`src/rtl/swu_pkg.sv`:
```
package swu_pkg;
   typedef enum logic {
      DRN_IDLE = 1'b0,
      DRN_RUN  = 1'b1
   } drain_state_e;

   typedef logic [1:0] pend_cnt_t;
endpackage

```
`src/rtl/swu_dep_list.sv`:
```
module swu_dep_list #(
   parameter int TAG_W      = 4,
   parameter int LIST_DEPTH = 4,
   parameter int CNT_W      = $clog2(LIST_DEPTH + 1)
) (
   input  logic             clk,
   input  logic             rst_n,
   input  logic [1:0]       push_n,
   input  logic [TAG_W-1:0] push_tag,
   input  logic             pop,
   input  logic             sq_v,
   input  logic [TAG_W-1:0] sq_tag,
   output logic [CNT_W-1:0] cnt,
   output logic [TAG_W-1:0] head_tag,
   output logic             head_v
);
   localparam int IDX_W = (LIST_DEPTH > 1) ? $clog2(LIST_DEPTH) : 1;

   logic [LIST_DEPTH-1:0] v_q, v_n;
   logic [TAG_W-1:0]      t_q [LIST_DEPTH];
   logic [TAG_W-1:0]      t_n [LIST_DEPTH];
   logic [IDX_W-1:0]      head_idx;
   logic [1:0]            rem;

   // lowest occupied slot is the head
   always_comb begin
      head_v   = 1'b0;
      head_idx = '0;
      for (int i = LIST_DEPTH - 1; i >= 0; i--) begin
         if (v_q[i]) begin
            head_v   = 1'b1;
            head_idx = IDX_W'(i);
         end
      end
   end

   assign head_tag = t_q[head_idx];

   always_comb begin
      cnt = '0;
      for (int i = 0; i < LIST_DEPTH; i++) begin
         cnt = cnt + CNT_W'(v_q[i]);
      end
   end

   always_comb begin
      v_n = v_q;
      for (int i = 0; i < LIST_DEPTH; i++) begin
         t_n[i] = t_q[i];
      end
      if (pop) begin
         v_n[head_idx] = 1'b0;
      end
      if (sq_v) begin
         for (int i = 0; i < LIST_DEPTH; i++) begin
            if (v_q[i] && (t_q[i] == sq_tag)) begin
               v_n[i] = 1'b0;
            end
         end
      end
      rem = push_n;
      for (int i = 0; i < LIST_DEPTH; i++) begin
         if (!v_n[i] && (rem != 2'd0)) begin
            v_n[i] = 1'b1;
            t_n[i] = push_tag;
            rem    = rem - 2'd1;
         end
      end
   end

   always_ff @(posedge clk or negedge rst_n) begin
      if (!rst_n) begin
         v_q <= '0;
      end else begin
         v_q <= v_n;
      end
   end

   always_ff @(posedge clk) begin
      for (int i = 0; i < LIST_DEPTH; i++) begin
         t_q[i] <= t_n[i];
      end
   end

   // pushes never exceed the free slots
   a_r7_no_overflow : assert property (@(posedge clk) disable iff (!rst_n)
      (int'(cnt) + int'(push_n)) <= LIST_DEPTH);

   // a drain step always finds a queued tag
   a_r8_pop_has_head : assert property (@(posedge clk) disable iff (!rst_n)
      pop |-> head_v);
endmodule

```
`src/rtl/swu_tag_table.sv`:
```
module swu_tag_table
   import swu_pkg::*;
#(
   parameter int TAG_W = 4
) (
   input  logic             clk,
   input  logic             rst_n,
   input  logic             set_v,
   input  logic [TAG_W-1:0] set_tag,
   input  pend_cnt_t        set_cnt,
   input  logic             dec_v,
   input  logic [TAG_W-1:0] dec_tag,
   input  logic             clr_v,
   input  logic [TAG_W-1:0] clr_tag,
   output logic             dec_last
);
   localparam int NTAGS = 1 << TAG_W;

   pend_cnt_t pend_q [NTAGS];

   assign dec_last = dec_v && (pend_q[dec_tag] == 2'd1);

   always_ff @(posedge clk or negedge rst_n) begin
      if (!rst_n) begin
         for (int i = 0; i < NTAGS; i++) begin
            pend_q[i] <= '0;
         end
      end else begin
         if (clr_v) begin
            pend_q[clr_tag] <= '0;
         end
         if (set_v) begin
            pend_q[set_tag] <= set_cnt;
         end
         if (dec_v) begin
            pend_q[dec_tag] <= pend_q[dec_tag] - 2'd1;
         end
      end
   end

   // each drained tag still has an outstanding source
   a_r6_dec_pending : assert property (@(posedge clk) disable iff (!rst_n)
      dec_v |-> (pend_q[dec_tag] != 2'd0));
endmodule

```
`src/rtl/swu_wakeup_unit.sv`:
```
module swu_wakeup_unit
   import swu_pkg::*;
#(
   parameter int NUM_INT_REGS = 16,
   parameter int NUM_FP_REGS  = 16,
   parameter int REG_W        = 6,
   parameter int TAG_W        = 4,
   parameter int LIST_DEPTH   = 4
) (
   input  logic             clk,
   input  logic             rst_n,
   input  logic             ins_valid,
   input  logic [TAG_W-1:0] ins_tag,
   input  logic [REG_W-1:0] ins_src0,
   input  logic             ins_src0_rdy,
   input  logic [REG_W-1:0] ins_src1,
   input  logic             ins_src1_rdy,
   input  logic [REG_W-1:0] ins_dst,
   output logic             ins_stall,
   input  logic             cmp_valid,
   input  logic [REG_W-1:0] cmp_dst,
   input  logic             sq_valid,
   input  logic [TAG_W-1:0] sq_tag,
   output logic             wake_valid,
   output logic [TAG_W-1:0] wake_tag,
   output logic             busy,
   output logic             prod_conflict
);
   localparam int NUM_PHYS = NUM_INT_REGS + NUM_FP_REGS;
   localparam int PIDX_W   = (NUM_PHYS > 1) ? $clog2(NUM_PHYS) : 1;
   localparam int CNT_W    = $clog2(LIST_DEPTH + 1);

   if (LIST_DEPTH < 2) begin : g_bad_depth
      $error("LIST_DEPTH must be at least 2");
   end
   if ((1 << REG_W) < NUM_PHYS) begin : g_bad_regw
      $error("REG_W too narrow for the physical register count");
   end

   function automatic logic in_rng(input logic [REG_W-1:0] idx);
      return int'(idx) < NUM_PHYS;
   endfunction

   logic [NUM_PHYS-1:0] sb_q;
   drain_state_e        dstate_q;
   logic [PIDX_W-1:0]   dreg_q;

   logic [CNT_W-1:0] lst_cnt    [NUM_PHYS];
   logic [TAG_W-1:0] lst_head   [NUM_PHYS];
   logic             lst_head_v [NUM_PHYS];

   logic [PIDX_W-1:0] s0_lo, s1_lo, d_lo, c_lo;
   logic              link0, link1, same_reg, ovf0, ovf1;
   logic              ins_fire, cmp_fire, sq_fire, last_pop, dec_last;
   int                need0;
   pend_cnt_t         npend;

   assign s0_lo = ins_src0[PIDX_W-1:0];
   assign s1_lo = ins_src1[PIDX_W-1:0];
   assign d_lo  = ins_dst[PIDX_W-1:0];
   assign c_lo  = cmp_dst[PIDX_W-1:0];

   assign busy = (dstate_q == DRN_RUN);

   // a source links only when neither hint, range nor scoreboard clears it
   assign link0 = ins_valid && in_rng(ins_src0) && !ins_src0_rdy && !sb_q[s0_lo];
   assign link1 = ins_valid && in_rng(ins_src1) && !ins_src1_rdy && !sb_q[s1_lo];
   assign same_reg = link0 && link1 && (s0_lo == s1_lo);
   assign need0 = same_reg ? 2 : 1;
   assign ovf0 = link0 && ((int'(lst_cnt[s0_lo]) + need0) > LIST_DEPTH);
   assign ovf1 = link1 && ((int'(lst_cnt[s1_lo]) + 1) > LIST_DEPTH);

   assign ins_stall = busy || cmp_valid || sq_valid || ovf0 || ovf1;
   assign ins_fire  = ins_valid && !ins_stall;
   assign npend     = pend_cnt_t'({1'b0, link0}) + pend_cnt_t'({1'b0, link1});

   assign cmp_fire = cmp_valid && !busy && in_rng(cmp_dst);
   assign sq_fire  = sq_valid && !busy;
   assign last_pop = busy && (lst_cnt[dreg_q] == CNT_W'(1));

   for (genvar r = 0; r < NUM_PHYS; r++) begin : g_reg
      logic       hit0, hit1, pop_r;
      logic [1:0] push_n;

      assign hit0   = ins_fire && link0 && (s0_lo == PIDX_W'(r));
      assign hit1   = ins_fire && link1 && (s1_lo == PIDX_W'(r));
      assign push_n = {1'b0, hit0} + {1'b0, hit1};
      assign pop_r  = busy && (dreg_q == PIDX_W'(r));

      swu_dep_list #(
         .TAG_W      (TAG_W),
         .LIST_DEPTH (LIST_DEPTH),
         .CNT_W      (CNT_W)
      ) u_list (
         .clk      (clk),
         .rst_n    (rst_n),
         .push_n   (push_n),
         .push_tag (ins_tag),
         .pop      (pop_r),
         .sq_v     (sq_fire),
         .sq_tag   (sq_tag),
         .cnt      (lst_cnt[r]),
         .head_tag (lst_head[r]),
         .head_v   (lst_head_v[r])
      );
   end

   swu_tag_table #(
      .TAG_W (TAG_W)
   ) u_tags (
      .clk      (clk),
      .rst_n    (rst_n),
      .set_v    (ins_fire && (npend != 2'd0)),
      .set_tag  (ins_tag),
      .set_cnt  (npend),
      .dec_v    (busy),
      .dec_tag  (lst_head[dreg_q]),
      .clr_v    (sq_fire),
      .clr_tag  (sq_tag),
      .dec_last (dec_last)
   );

   always_ff @(posedge clk or negedge rst_n) begin
      if (!rst_n) begin
         sb_q          <= '0;
         dstate_q      <= DRN_IDLE;
         dreg_q        <= '0;
         wake_valid    <= 1'b0;
         wake_tag      <= '0;
         prod_conflict <= 1'b0;
      end else begin
         if (last_pop) begin
            sb_q[dreg_q] <= 1'b1;
            dstate_q     <= DRN_IDLE;
         end
         if (cmp_fire) begin
            if (lst_cnt[c_lo] == '0) begin
               sb_q[c_lo] <= 1'b1;
            end else begin
               dstate_q <= DRN_RUN;
               dreg_q   <= c_lo;
            end
         end
         if (ins_fire && in_rng(ins_dst)) begin
            sb_q[d_lo] <= 1'b0;
         end
         wake_valid    <= (ins_fire && (npend == 2'd0)) || dec_last;
         wake_tag      <= ins_fire ? ins_tag : lst_head[dreg_q];
         prod_conflict <= ins_fire && in_rng(ins_dst) && (lst_cnt[d_lo] != '0);
      end
   end

   // a drain never runs on an empty list
   a_r8_busy_has_work : assert property (@(posedge clk) disable iff (!rst_n)
      busy |-> lst_head_v[dreg_q]);

   // completion beyond the physical range starts no drain
   a_r5_oob_no_drain : assert property (@(posedge clk) disable iff (!rst_n)
      (cmp_valid && !busy && !in_rng(cmp_dst)) |=> !busy);

   // completion and squash are only offered while idle
   a_r11_cmp_idle : assert property (@(posedge clk) disable iff (!rst_n)
      busy |-> !(cmp_valid || sq_valid));
endmodule

```
`config.mk`:
```
export PLATFORM = sky130hd
export DESIGN_NAME = swu_wakeup_unit
export DESIGN_NICKNAME = d
export VERILOG_FILES = /design/src/rtl/swu_pkg.sv /design/src/rtl/swu_dep_list.sv /design/src/rtl/swu_tag_table.sv /design/src/rtl/swu_wakeup_unit.sv
export SDC_FILE = /design/constraint.sdc
export NUM_CORES = 2
export LEC_CHECK = 0
export ABC_CLOCK_PERIOD_IN_PS = 10230
export BUFFER_PORTS_ARGS = -buffer_cell sky130_fd_sc_hd__buf_4
export CAP_MARGIN = 15
export CORE_ASPECT_RATIO = 2
export CORE_MARGIN = 8
export CORE_UTILIZATION = 41
export DETAILED_ROUTE_END_ITERATION = 12
export PLACE_DENSITY = 0.65
export REMOVE_ABC_BUFFERS = 1
export SYNTH_ARGS = -nofsm -noshare
export SYNTH_HDL_FRONTEND = slang
export SYNTH_HIERARCHICAL = 1
export SYNTH_SLANG_ARGS = --single-unit
```
`constraint.sdc`:
```
create_clock -name clk -period 10.23 [get_ports clk]
set_input_delay 0.5115 -clock clk [delete_from_list [all_inputs] [get_ports clk]]
set_output_delay 0.5115 -clock clk [all_outputs]
set_load 0.02 [all_outputs]
```
### Word-level counts from Yosys, hierarchy flattened

Memories as Yosys holds them, arrays and structs flattened.
Index checks and enable logic that the tools add are counted.

| cells by class | value |
|---|---|
| eq/ne operators | 224 |
| bitwise operators | 79 |
| muxes and demuxes | 787 |
| reductions and logical operators | 687 |
| order comparisons | 89 |
| add/subtract/negate cells | 228 |

Operators by type and width:

| operator | count |
|---|---|
| 4-bit two-way mux | 195 |
| 4-bit equality test | 128 |
| 2-bit two-way mux | 230 |
| 1-bit logical AND | 412 |
| 1-bit two-way mux | 296 |
| 2-bit nonzero test | 129 |
| 5-bit equality test (second input constant) | 48 |
| 32-bit two-way mux | 7 |
| 2-bit by 1-bit subtractor with 2-bit output (second input constant) | 97 |
| 3-bit by 1-bit adder with 3-bit output | 64 |
| 1-bit logical NOT | 134 |
| 1-bit by 1-bit adder with 2-bit output | 65 |
| 4-bit AND | 32 |
| 4-bit NOT | 32 |
| 5-bit by 4-bit equality test with 1-bit output (second input constant) | 24 |
| 2-bit by 3-bit < comparator with 1-bit output (second input constant) | 32 |
| 3-bit binary-select mux with 5-bit select | 5 |
| 32-bit AND | 2 |
| 32-bit bitwise mux | 2 |
| 1-bit demux with 2-bit select | 32 |
| 2-bit by 1-bit greater-or-equal comparator with 1-bit output (second input constant) | 32 |
| 32-bit NOT | 2 |
| 32-bit OR | 2 |
| 5-bit by 3-bit equality test with 1-bit output (second input constant) | 12 |
| other kinds (29) | 80 |

| storage, ports and cells | value |
|---|---|
| memories | 32 |
| register bits | 204 |
| logic and storage cells | 2180 |
| memory bits (writable) | 512 |

Memories:

| memory | depth | bits a word | rd ports | clocked after memory_dff | write ports | line | source |
|---|---|---|---|---|---|---|---|
| g_reg[0].u_list.t_q | 4 | 4 | 5 | 0 | 4 | swu_dep_list.sv:20 | `logic [TAG_W-1:0] t_q [LIST_DEPTH];` |
| g_reg[10].u_list.t_q | 4 | 4 | 5 | 0 | 4 | swu_dep_list.sv:20 |  |
| g_reg[11].u_list.t_q | 4 | 4 | 5 | 0 | 4 | swu_dep_list.sv:20 |  |
| g_reg[12].u_list.t_q | 4 | 4 | 5 | 0 | 4 | swu_dep_list.sv:20 |  |
| g_reg[13].u_list.t_q | 4 | 4 | 5 | 0 | 4 | swu_dep_list.sv:20 |  |
| g_reg[14].u_list.t_q | 4 | 4 | 5 | 0 | 4 | swu_dep_list.sv:20 |  |
| +26 memories | - | - | - | - | - | - |  |

### Depth between registers and ports, before layout

| logic depth | value |
|---|---|
| word-level depth | 29 |
| depth in mapped cells | 39 |
| depth with buffers taken out | 35 |

### By module

The synthesis kept the hierarchy.

By module, submodules not included:

| module | cells each | area each (um2) | instances |
|---|---|---|---|
| swu_dep_list at g_reg[21].u_list ... | 125 | 1387.6 | 16 |
| swu_wakeup_unit | 915 | 8067.7 | 1 |
| swu_dep_list at g_reg[0].u_list ... | 123 | 1351.3 | 5 |
| swu_dep_list at g_reg[15].u_list ... | 124 | 1335.0 | 3 |
| swu_dep_list at g_reg[5].u_list ... | 125 | 1381.3 | 2 |
| swu_dep_list at g_reg[18].u_list ... | 124 | 1356.3 | 2 |
| swu_tag_table | 249 | 2406.1 | 1 |
| swu_dep_list at g_reg[1].u_list | 124 | 1370.1 | 1 |
| swu_dep_list at g_reg[11].u_list | 124 | 1345.0 | 1 |
| swu_dep_list at g_reg[9].u_list | 123 | 1338.8 | 1 |
| swu_dep_list at g_reg[10].u_list | 122 | 1277.5 | 1 |

### Worst setup path before layout

OpenSTA, ideal clock, no wires.

| path | value |
|---|---|
| path type | input port to flip-flop |
| from | input port ins_src0[0] |
| to | memory g_reg[14].u_list.t_q[3][0], enable pin |
| setup time | 0.356 ns |
| arrival | 7.953 ns |
| slack | 1.921 ns |
| stages on the path | 34 |
| cells stage by stage | buf_2 buf_2 buf_2 buf_2 mux4_2 mux4_2 nand2_1 nand2_1 ha_1 fa_1 nor2_1 o21ai_0 nand3_1 a21oi_2 buf_4 buf_2 nor3_2 ha_1 inv_1 ha_1 nor2b_1 and2_1 a221oi_2 and2_1 inv_1 ha_1 or3_4 o22ai_4 mux2_2 ha_1 nand3b_1 o21ai_2 and4b_2 nor4b_2 |

RTL lines:

| what | line | source |
|---|---|---|
| start, declared | swu_wakeup_unit.sv:14 | `input logic [REG_W-1:0] ins_src0,` |
| end, declared | swu_dep_list.sv:20 |  |

==> results by group <==
Finish
  – FF+latch area: 20500 um2
  – Filler cells: 12200
  – Layout cells sized above 1: 15.0%
  – Multi-input gate area: 31100 um2
  – # nets final: 5364
  – Area Overhead vs Synth: 7.98%
  – Commonest non-fill, non-tap cells in the layout: edfxtp_1 (512), nand2_1 (365), o21ai_0 (293)
  – Most common cell after layout, fill and taps aside: edfxtp_1

Worst setup path
  – WS Path Type: reg2reg
  – Critical path arrival: 10.15 ns
  – Reg2reg setup slack: 0.41 ns
  – Slowest-stage cell, CP: fa_1
  – Reg2reg path depth: 33
  – Max incr delay on CP: 0.64 ns
  – Crit path launch: g_reg[15].u_list/v_q[1]
  – Crit path to: g_reg[11].u_list/t_q[3][0]
  – Required @ worst endpoint: 10.56 ns
  – Most frequent CP cell: ha_1
  – Critical path peak fanout: 10
  – R2R Path Start: g_reg[15].u_list/v_q[1]
  – CP Capture Type: flop
  – R2R Path End: g_reg[11].u_list/t_q[3][0]
  – Worst setup SP type: flop

Timing
  – Final worst path period share: 96.0%
  – Final Hold Viols: 0
  – # setup viols final: 0
  – Max-slew violations: 0
  – Setup Skew: 0.0291 ns
  – Post-Route Setup TNS: 0 ns
  – Relative slew slack: 14.2%
  – Final min period: 9.82 ns
  – RSZ-0062 raised after global routing: false
  – Worst-Margin Slew: 1.27 ns
  – Fmax: 0.102 GHz

Route
  – Initial drt markers: 3539
  – Routed wire per std cell: 27.1 um
  – Vias after detailed routing: 43200
  – Pre-antenna DRT Iters: 6
  – DRT antenna net count: 0
  – Drt total wl: 186000 um
  – Vias per cell: 6.32
  – Drt drc: 0

GRT
  – First-pass GRT wire length: 274000 um
  – Global Route Usage Sum: 25.0%
  – Initial antenna violation count: 22
  – GRT Residual Overflow: 0
  – Vias in the first global route: 44300
  – Largest net degree at the start of global routing: 129

Clocking
  – Reg clk slew, reported paths: 0.06 ns
  – CTS Sinks: 716
  – Number of CTS-inserted buffers: 69
  – CTS tree: yes
  – Worst-case clock buffer depth: 3
  – Root buffer cell: clkbuf_16
  – Clk_lat worst skew: 0.70 ns
  – H-tree depth: 3

Job
  – Max-cap violations: 0

Synth
  – Syn avg cell area: 10.6 um2
  – Post-Syn Instances: 5110
  – Synth Warn #: 6
  – Syn Std Cell Area: 54100 um2

Floorplan
  – Full die area: 145000 um2
  – Io pins: 47
  – Row count: 188
  – Die Height: 530 um
  – Core area: 131000 um2
  – Initial core utilization: 41.3%
  – Die Wd: 273 um

Power and ir drop
  – Cell Pwr Density: 243 nW/um2
  – VDD IR-drop max: 0.207 mV
  – Leakage: 20.6 nW
  – Total power: 0.0142 W

Placed design
  – IO Port Bufs: 46
  – Detail Placement HPWL: 134000 um
  – Placer Congestion: 1.00

Worst hold path
  – Hold Crit Class: in2reg

Run status
  – Outcome: complete, no violations
## worst max-delay path, delay by kind of cell, from the launching register on
family | cells | cell delay [ns]
and+or+nand+nor | 13 | 2.84
adders and majority gates | 8 | 2.71
muxes | 4 | 1.89
buffers and inverters | 5 | 0.83
AOI/OAI and AO/OA | 3 | 0.68
DFF | 1 | 0.51
## routing by layer
layer  global-route usage (%)  vias up  wire length (um)
met1                     24.4    21400             61400
met3                     4.93      801             11500
met2                     45.0     1806             95200
li1                         -    19200                 -
met4                     20.5       14             17600
met5                        0        -                96
## repair_timing
item                       in CTS  in global routing
pin swaps                       1                  1
hold buffers                    1                  0
hold endpoints to repair       76                  0
setup buffers                   1                  4
setup endpoints to repair       8                 40
resized for setup               0                  7
## final cells by class
type / instances / area share (%)
inverters: 261 / 1.68
flip-flops and latches: 716 / 35.1
repair buffers: 168 / 2.46
clock buffers: 86 / 3.20
well taps: 1710 / 3.66
clock inverters: 40 / 0.685
multi-input cells: 3847 / 53.2
diodes: 13 / 0.0557
## how the worst min path moves through the flow
stage / cells past startpoint / slack, ns / from / endpoint
3_5_place_dp: 2 / 0.52 / u_tags/pend_q[28] / u_tags/pend_q[28]
5_1_grt: 2 / 0.16 / ins_dst[5] / prod_conflict
6_report: 2 / 0.15 / ins_dst[5] / prod_conflict
4_1_cts: 2 / 0.15 / cmp_dst[4] / dreg_q[4]
3_3_place_gp: 2 / 0.52 / u_tags/pend_q[28] / u_tags/pend_q[28]
2_1_floorplan: 0 / 0.22 / rst_n / busy
## metrics by stage
step                hold slack (ns)  setup WS [ns]  area, um2  util [%]  instances
floorplan                     0.216          -3.64      52500         -       4824
global placement              0.521          0.153      56000      42.7       6693
detailed placement            0.525       -0.00737      56000      42.7       6693
CTS                           0.148          0.379      58300      44.5       6821
global route                  0.163         0.0289      58400      44.6       6830
finish                        0.154          0.412      58400      44.6       6841
## sequential cells by signal (all words and copies together), names as in the netlist
signal	cells
busy	1
u_tags/pend_q	32
g.u_list/v_q	128
g.u_list/t_q	512
sb_q	32
wake_tag	4
dreg_q	5
prod_conflict	1
wake_valid	1
## power breakdown
| group | switching [W] | total [W] | internal, W |
|---|---|---|---|
| clock | 0.00121 | 0.00268 | 0.00147 |
| combinational | 0.00465 | 0.00744 | 0.00280 |
| sequential | 0.000608 | 0.00407 | 0.00346 |
| total | 0.00647 | 0.0142 | 0.00772 |
(Power assumes the default switching activity.)
